`src/rtl/cfg_loader_pkg.sv`:
```
package cfg_loader_pkg;
  typedef enum logic [2:0] {
    ST_IDLE, ST_RST, ST_LEAD, ST_HDR, ST_DATA, ST_TAIL, ST_CHK, ST_SETTLE
  } ld_state_e;
endpackage

```
`src/rtl/cfg_wait_timer.sv`:
```
module cfg_wait_timer #(
  parameter int CNT_W = 16
) (
  input  logic             clk_i,
  input  logic             rst_ni,
  input  logic             load_i,
  input  logic [CNT_W-1:0] val_i,
  output logic             expire_o
);
  logic [CNT_W-1:0] cnt_q;

  always_ff @(posedge clk_i or negedge rst_ni) begin
    if (!rst_ni)              cnt_q <= '0;
    else if (load_i)          cnt_q <= val_i;
    else if (cnt_q != '0)     cnt_q <= cnt_q - 1'b1;
  end

  assign expire_o = (cnt_q == '0);

  p_no_underflow_r1: assert property (@(posedge clk_i) disable iff (!rst_ni)
    (!load_i && cnt_q == '0) |=> (cnt_q == '0));
endmodule

```
`src/rtl/cfg_hdr_parser.sv`:
```
module cfg_hdr_parser #(
  parameter int HDR_BYTES = 16,
  parameter int LEN_BYTES = 4,
  localparam int LEN_W    = 8 * LEN_BYTES,
  localparam int IDX_W    = $clog2(HDR_BYTES + 1)
) (
  input  logic             clk_i,
  input  logic             rst_ni,
  input  logic             clr_i,
  input  logic             beat_i,
  input  logic [7:0]       data_i,
  output logic             last_o,
  output logic [LEN_W-1:0] len_o
);
  logic [IDX_W-1:0] idx_q;
  logic [LEN_W-1:0] len_q;

  always_ff @(posedge clk_i or negedge rst_ni) begin
    if (!rst_ni) begin
      idx_q <= '0;
      len_q <= '0;
    end else if (clr_i) begin
      idx_q <= '0;
      len_q <= '0;
    end else if (beat_i) begin
      idx_q <= idx_q + 1'b1;
      // big-endian: earlier byte shifts up
      if (idx_q < IDX_W'(LEN_BYTES)) len_q <= {len_q[LEN_W-9:0], data_i};
    end
  end

  assign last_o = (idx_q == IDX_W'(HDR_BYTES - 1));
  assign len_o  = len_q;

  p_len_frozen_r3: assert property (@(posedge clk_i) disable iff (!rst_ni)
    (beat_i && !clr_i && idx_q >= IDX_W'(LEN_BYTES)) |=> $stable(len_o));
endmodule

```
`src/rtl/cfg_image_loader.sv`:
```
module cfg_image_loader
  import cfg_loader_pkg::*;
#(
  parameter int RST_CYCLES    = 4,
  parameter int SETTLE_CYCLES = 6,
  parameter int HDR_BYTES     = 16,
  parameter int LEN_BYTES     = 4,
  parameter int TAIL_PADS     = 5,
  parameter int CNT_W         = 16,
  localparam int LEN_W        = 8 * LEN_BYTES
) (
  input  logic       clk_i,
  input  logic       rst_ni,
  input  logic       start_i,
  input  logic [7:0] in_data_i,
  input  logic       in_valid_i,
  output logic       in_ready_o,
  output logic       tgt_rst_o,
  output logic [7:0] prog_data_o,
  output logic       prog_we_o,
  input  logic       tgt_err_i,
  output logic       irq_en_o,
  output logic       busy_o,
  output logic       done_o,
  output logic       fail_o
);
  ld_state_e        state_q, state_d;
  logic [LEN_W-1:0] rem_q, hdr_len;
  logic             tmr_load, tmr_exp, hdr_last, beat, hdr_beat, kick;
  logic [CNT_W-1:0] tmr_val;
  logic             done_q, fail_q, irq_q;

  assign in_ready_o = (state_q == ST_HDR) || (state_q == ST_DATA);
  assign beat       = in_valid_i && in_ready_o;
  assign hdr_beat   = beat && (state_q == ST_HDR);
  assign kick       = (state_q == ST_IDLE) && start_i;

  cfg_hdr_parser #(.HDR_BYTES(HDR_BYTES), .LEN_BYTES(LEN_BYTES)) u_hdr (
    .clk_i, .rst_ni, .clr_i(kick), .beat_i(hdr_beat), .data_i(in_data_i),
    .last_o(hdr_last), .len_o(hdr_len)
  );

  cfg_wait_timer #(.CNT_W(CNT_W)) u_tmr (
    .clk_i, .rst_ni, .load_i(tmr_load), .val_i(tmr_val), .expire_o(tmr_exp)
  );

  always_comb begin
    state_d  = state_q;
    tmr_load = 1'b0;
    tmr_val  = '0;
    unique case (state_q)
      ST_IDLE: if (start_i) begin
        state_d = ST_RST; tmr_load = 1'b1; tmr_val = CNT_W'(RST_CYCLES - 1);
      end
      ST_RST:  if (tmr_exp) state_d = ST_LEAD;
      ST_LEAD: state_d = ST_HDR;
      ST_HDR:  if (hdr_beat && hdr_last) begin
        if (hdr_len == '0) begin
          state_d = ST_TAIL; tmr_load = 1'b1; tmr_val = CNT_W'(TAIL_PADS - 1);
        end else state_d = ST_DATA;
      end
      ST_DATA: if (beat && rem_q == LEN_W'(1)) begin
        state_d = ST_TAIL; tmr_load = 1'b1; tmr_val = CNT_W'(TAIL_PADS - 1);
      end
      ST_TAIL: if (tmr_exp) state_d = ST_CHK;
      ST_CHK:  if (tgt_err_i) state_d = ST_IDLE;
               else begin
                 state_d = ST_SETTLE; tmr_load = 1'b1;
                 tmr_val = CNT_W'(SETTLE_CYCLES - 1);
               end
      ST_SETTLE: if (tmr_exp) state_d = ST_IDLE;
      default: state_d = ST_IDLE;
    endcase
  end

  always_ff @(posedge clk_i or negedge rst_ni) begin
    if (!rst_ni) begin
      state_q <= ST_IDLE;
      rem_q   <= '0;
      done_q  <= 1'b0;
      fail_q  <= 1'b0;
      irq_q   <= 1'b0;
    end else begin
      state_q <= state_d;
      if (hdr_beat && hdr_last)                rem_q <= hdr_len;
      else if (beat && state_q == ST_DATA)     rem_q <= rem_q - 1'b1;
      if (kick) begin
        done_q <= 1'b0; fail_q <= 1'b0; irq_q <= 1'b0;
      end else if (state_q == ST_CHK && tgt_err_i) begin
        fail_q <= 1'b1;
      end else if (state_q == ST_SETTLE && tmr_exp) begin
        done_q <= 1'b1; irq_q <= 1'b1;
      end
    end
  end

  assign busy_o      = (state_q != ST_IDLE);
  assign tgt_rst_o   = (state_q == ST_RST);
  assign prog_we_o   = (state_q == ST_LEAD) || (state_q == ST_TAIL) ||
                       (beat && state_q == ST_DATA);
  assign prog_data_o = (state_q == ST_DATA) ? in_data_i : 8'h00;
  assign done_o      = done_q;
  assign fail_o      = fail_q;
  assign irq_en_o    = irq_q;

  p_start_clears_r1: assert property (@(posedge clk_i) disable iff (!rst_ni)
    (!busy_o && start_i) |=> (busy_o && tgt_rst_o && !done_o && !fail_o && !irq_en_o));
  p_lead_pad_r2: assert property (@(posedge clk_i) disable iff (!rst_ni)
    $fell(tgt_rst_o) |-> (prog_we_o && prog_data_o == 8'h00 && !in_ready_o));
  p_pad_zero_r6: assert property (@(posedge clk_i) disable iff (!rst_ni)
    (prog_we_o && !in_ready_o) |-> (prog_data_o == 8'h00));
  p_fail_no_irq_r7: assert property (@(posedge clk_i) disable iff (!rst_ni)
    $rose(fail_o) |-> (!irq_en_o && !busy_o));
  p_irq_idle_r8: assert property (@(posedge clk_i) disable iff (!rst_ni)
    busy_o |-> !irq_en_o);
  p_status_excl_r8: assert property (@(posedge clk_i) disable iff (!rst_ni)
    !(done_o && fail_o));
  p_busy_start_r9: assert property (@(posedge clk_i) disable iff (!rst_ni)
    (busy_o && start_i && !tgt_rst_o) |=> !tgt_rst_o);
endmodule

```
`config.mk`:
```
export PLATFORM = sky130hd
export DESIGN_NAME = cfg_image_loader
export DESIGN_NICKNAME = d
export VERILOG_FILES = /design/src/rtl/cfg_loader_pkg.sv /design/src/rtl/cfg_wait_timer.sv /design/src/rtl/cfg_hdr_parser.sv /design/src/rtl/cfg_image_loader.sv
export SDC_FILE = /design/constraint.sdc
export NUM_CORES = 1
export LEC_CHECK = 0
export ABC_CLOCK_PERIOD_IN_PS = 3850
export BUFFER_PORTS_ARGS = -buffer_cell sky130_fd_sc_hd__buf_2
export CORE_MARGIN = 2
export CORE_UTILIZATION = 39
export DETAILED_ROUTE_END_ITERATION = 7
export SYNTH_ARGS = -nofsm -noshare
export SYNTH_HDL_FRONTEND = slang
export SYNTH_SLANG_ARGS = --single-unit
```
`constraint.sdc`:
```
create_clock -name clk_i -period 3.85 [get_ports clk_i]
set_input_delay 0.9625 -clock clk_i [delete_from_list [all_inputs] [get_ports clk_i]]
set_output_delay 0.9625 -clock clk_i [all_outputs]
set_load 0.1 [all_outputs]
```
==> qor.txt <==
Fmax achieved -> 0.311 GHz
Final Cycle Share -> 83.5%
Power Dens Cells -> 589 nW/µm²
CP peak stage delay -> 0.65 ns
CTS tree -> built
First-pass GRT wire length -> 20,500 µm
Core area -> 12,000 µm²
GRT overflow -> 0
Vias/cell -> 5.84
Drt first pass iters -> 5
VDD IR max -> 339 µV
Die ar. -> 13,100 µm²
Antenna-violating nets left -> 0
CP startpoint -> state_q[1]
Ant diodes -> 0
Die width -> 115 µm
Sequential fraction of the synthesis area -> 47.3%
Crit path max fanout -> 14
Post-CTS Resized -> 0
Most used cell, CP -> nand2_1
Flop pwr share -> 45.1%
FF-to-FF path depth -> 5
Worst Max-Slew Pin Slew -> 0.758 ns
Asr flop ratio synth -> 100%
R2R Path Start -> state_q[1]
Clock share of power -> 31.2%
HP Class -> reg2reg
Final Hold Viols -> 0
Max Root-Sink Buffers -> 2
Number of global-route vias before repair -> 3,902
CTS sink count -> 90
Clock Root Buffer -> clkbuf_16
Routed vias -> 4,178
Starting DRC count in detailed routing -> 387
Syn Nets -> 566
Gpl congestion -> 0.869
Io pins -> 28
GRT Util Overall -> 20.0%
Reg2reg setup slack -> 1.08 ns
Antenna violations before repair -> 0
Setup TNS -> 0 ns
Number of remaining DRC errors -> 0
Psw -> 0.00110 W
Post-synth EDFFs -> 0
CP top delay family -> simple AND/OR/NAND/NOR gates
Post-DP HPWL -> 8450 µm
Syn avg cell area -> 8.71 µm²
Leakage -> 2.61 nW
Crit path buf inv count -> 1
Setup WS pre-CTS -> 1.02 ns
Relative slew slack -> 49.3%
Met2 GRT Util -> 30.4%
Synthesized cell area -> 4760 µm²
Final Core Density -> 44.9%
Placed insts -> 699
Final min period -> 3.21 ns
R2R Path End -> rem_q[8]
Final setup vio count -> 0
CP max stage cell -> nor2_1
Cells along the critical path -> nor2_1 > nand2_1 > nand2_1 > buf_2
Yosys warns -> 0
Die height -> 115 µm
Status -> completed
Drt wl/cell -> 17.1 µm
Core Rows -> 40
Worst setup SP type -> register
P_int -> 0.00206 W
WP depth -> 4
CP arrival -> 2.25 ns
Skew-Pair Late Insertion Delay -> 0.35 ns
Worst setup path class -> reg2out
Most crowded layer after global routing -> met2
Nets -> 582
Largest net degree at the start of global routing -> 49
GR Util met1 -> 28.5%
Worst setup endpoint -> in_ready_o
Max cap viols -> 0
Initial Utilization -> 39.8%
WL final -> 12,200 µm
PortBufs -> 27
WP data required -> 2.89 ns
Met3 Use GR -> 3.97%
Flops & latches, synth -> 90
Area grow syn2layout -> 12.7%
Syn Inst Count -> 547
Logic pwr share -> 23.7%
Design area -> 5370 µm²
Layout cells sized above 1 -> 10.7%
CTS Buf Count -> 9
Setup bufs post-CTS -> 0
Dominant synthesized flop cell -> dfrtp_1
Most common cell after layout, fill and taps aside -> nand2_1
Switching fraction of total power -> 34.9%
Synth cell types -> 59
Hold_buf cts -> 0
Unrepaired setup endpoints after global routing -> false
Placement Cell Area -> 5040 µm²
Finished Layout Cells -> 715
Endpoint class of the critical path -> output port
H-tree level count -> 3
Commonest non-fill, non-tap cells in the layout -> nand2_1 (112), dfrtp_1 (90), nand3_1 (49)
PnR worst setup slack -> 0.637 ns
Setup Skew -> 0.00403 ns
Clk slew on worst S/H paths -> 0.06 ns
Max Slew Vio Count -> 0
-- power by group through the flow --
stage	registers, W	clock network (W)	logic (W)
after floorplan	0.00133	0	0.000602
after global placement	0.00143	0	0.000738
after detailed placement	0.00144	0	0.000753
after CTS	0.00142	0.00100	0.000760
after global routing	0.00146	0.00104	0.000865
final	0.00143	0.000988	0.000749
-- routing by layer --
layer  vias to the layer above  wire length (µm)  part of all wire [%]
li1                       2015                 -                     -
met5                         -                 0                     0
met1                      2061              5930                    48
met3                        18               482                   3.9
met4                         0               214                   1.7
met2                        84              5610                    46
-- worst min-delay path by stage --
stage | from | end | slack, ns | depth (start not counted)
2_1_floorplan | u_hdr.len_o[28] | rem_q[28] | 0.47 | 2
3_3_place_gp | rem_q[20] | rem_q[20] | 0.49 | 1
3_5_place_dp | rem_q[20] | rem_q[20] | 0.49 | 1
4_1_cts | rem_q[20] | rem_q[20] | 0.51 | 1
5_1_grt | rem_q[20] | rem_q[20] | 0.54 | 1
6_report | rem_q[20] | rem_q[20] | 0.51 | 1
-- cells by family after synthesis --
| logic type | Yosys count | synth area share [%] |
|---|---|---|
| buf+inv | 41 | 3.47 |
| compound gates | 96 | 14.0 |
| fa+ha+maj | 6 | 1.58 |
| simple gates | 296 | 30.3 |
| mux | 2 | 0.420 |
| flops | 90 | 47.3 |
| xor+xnor | 16 | 2.94 |
-- stage by stage --
step / power, W / hold WS (ns)
floorplan: 0.00194 / 0.472
global placement: 0.00217 / 0.487
detailed placement: 0.00219 / 0.494
CTS: 0.00319 / 0.513
global route: 0.00336 / 0.535
finish: 0.00316 / 0.510
-- Yosys cell counts, drive strengths merged, types with 2 or more instances --
| master | count | share of area, % |
|---|---|---|
| xnor2 | 13 | 2.4 |
| dfrtp | 90 | 47 |
| or3 | 10 | 1.3 |
| a221o | 4 | 0.84 |
| o31ai | 3 | 0.47 |
| ha | 6 | 1.6 |
| nor2 | 38 | 3.0 |
| nand4 | 8 | 1.1 |
| mux2i | 2 | 0.42 |
| o211ai | 13 | 2.0 |
| a21oi | 20 | 2.1 |
| xor2 | 3 | 0.55 |
| nand2 | 112 | 8.8 |
| o21ai | 16 | 1.7 |
| and3 | 13 | 1.7 |
| nor3 | 17 | 1.9 |
| inv | 9 | 0.71 |
| or4 | 13 | 2.1 |
| a31o | 2 | 0.37 |
| nor4 | 12 | 1.6 |
| or2 | 3 | 0.39 |
| nand3b | 3 | 0.47 |
| a211oi | 6 | 0.95 |
| a31oi | 5 | 0.66 |
| buf | 8 | 0.87 |
| nor2b | 3 | 0.39 |
| o311ai | 15 | 2.8 |
| clkbuf | 24 | 1.9 |
| and2 | 7 | 0.97 |
| nand3 | 50 | 5.4 |
-- worst reg2reg max path, stage by stage (launching register included) --
cell,delay [ns]
dfrtp_1,0.52
nor2_1,0.65
nand3_1,0.65
nand2_1,0.35
o21ai_0,0.15
a221o_1,0.34
-- state kept, by name, summed over array words and instances (netlist names) --
name,count
irq_en_o,1
state_q,3
rem_q,32
u_tmr.cnt_q,16
u_hdr.len_o,32
fail_o,1
u_hdr.idx_q,5
-- layout make-up --
type | instances | area (µm²)
clock buffers | 12 | 256
clock inverters | 4 | 73.8
fillers | 1143 | 6590
inverters | 9 | 33.8
multi-input cells | 416 | 2360
flip-flops and latches | 90 | 2250
well taps | 147 | 184
repair buffers | 37 | 213
Power figures use the tool's default switching activity.
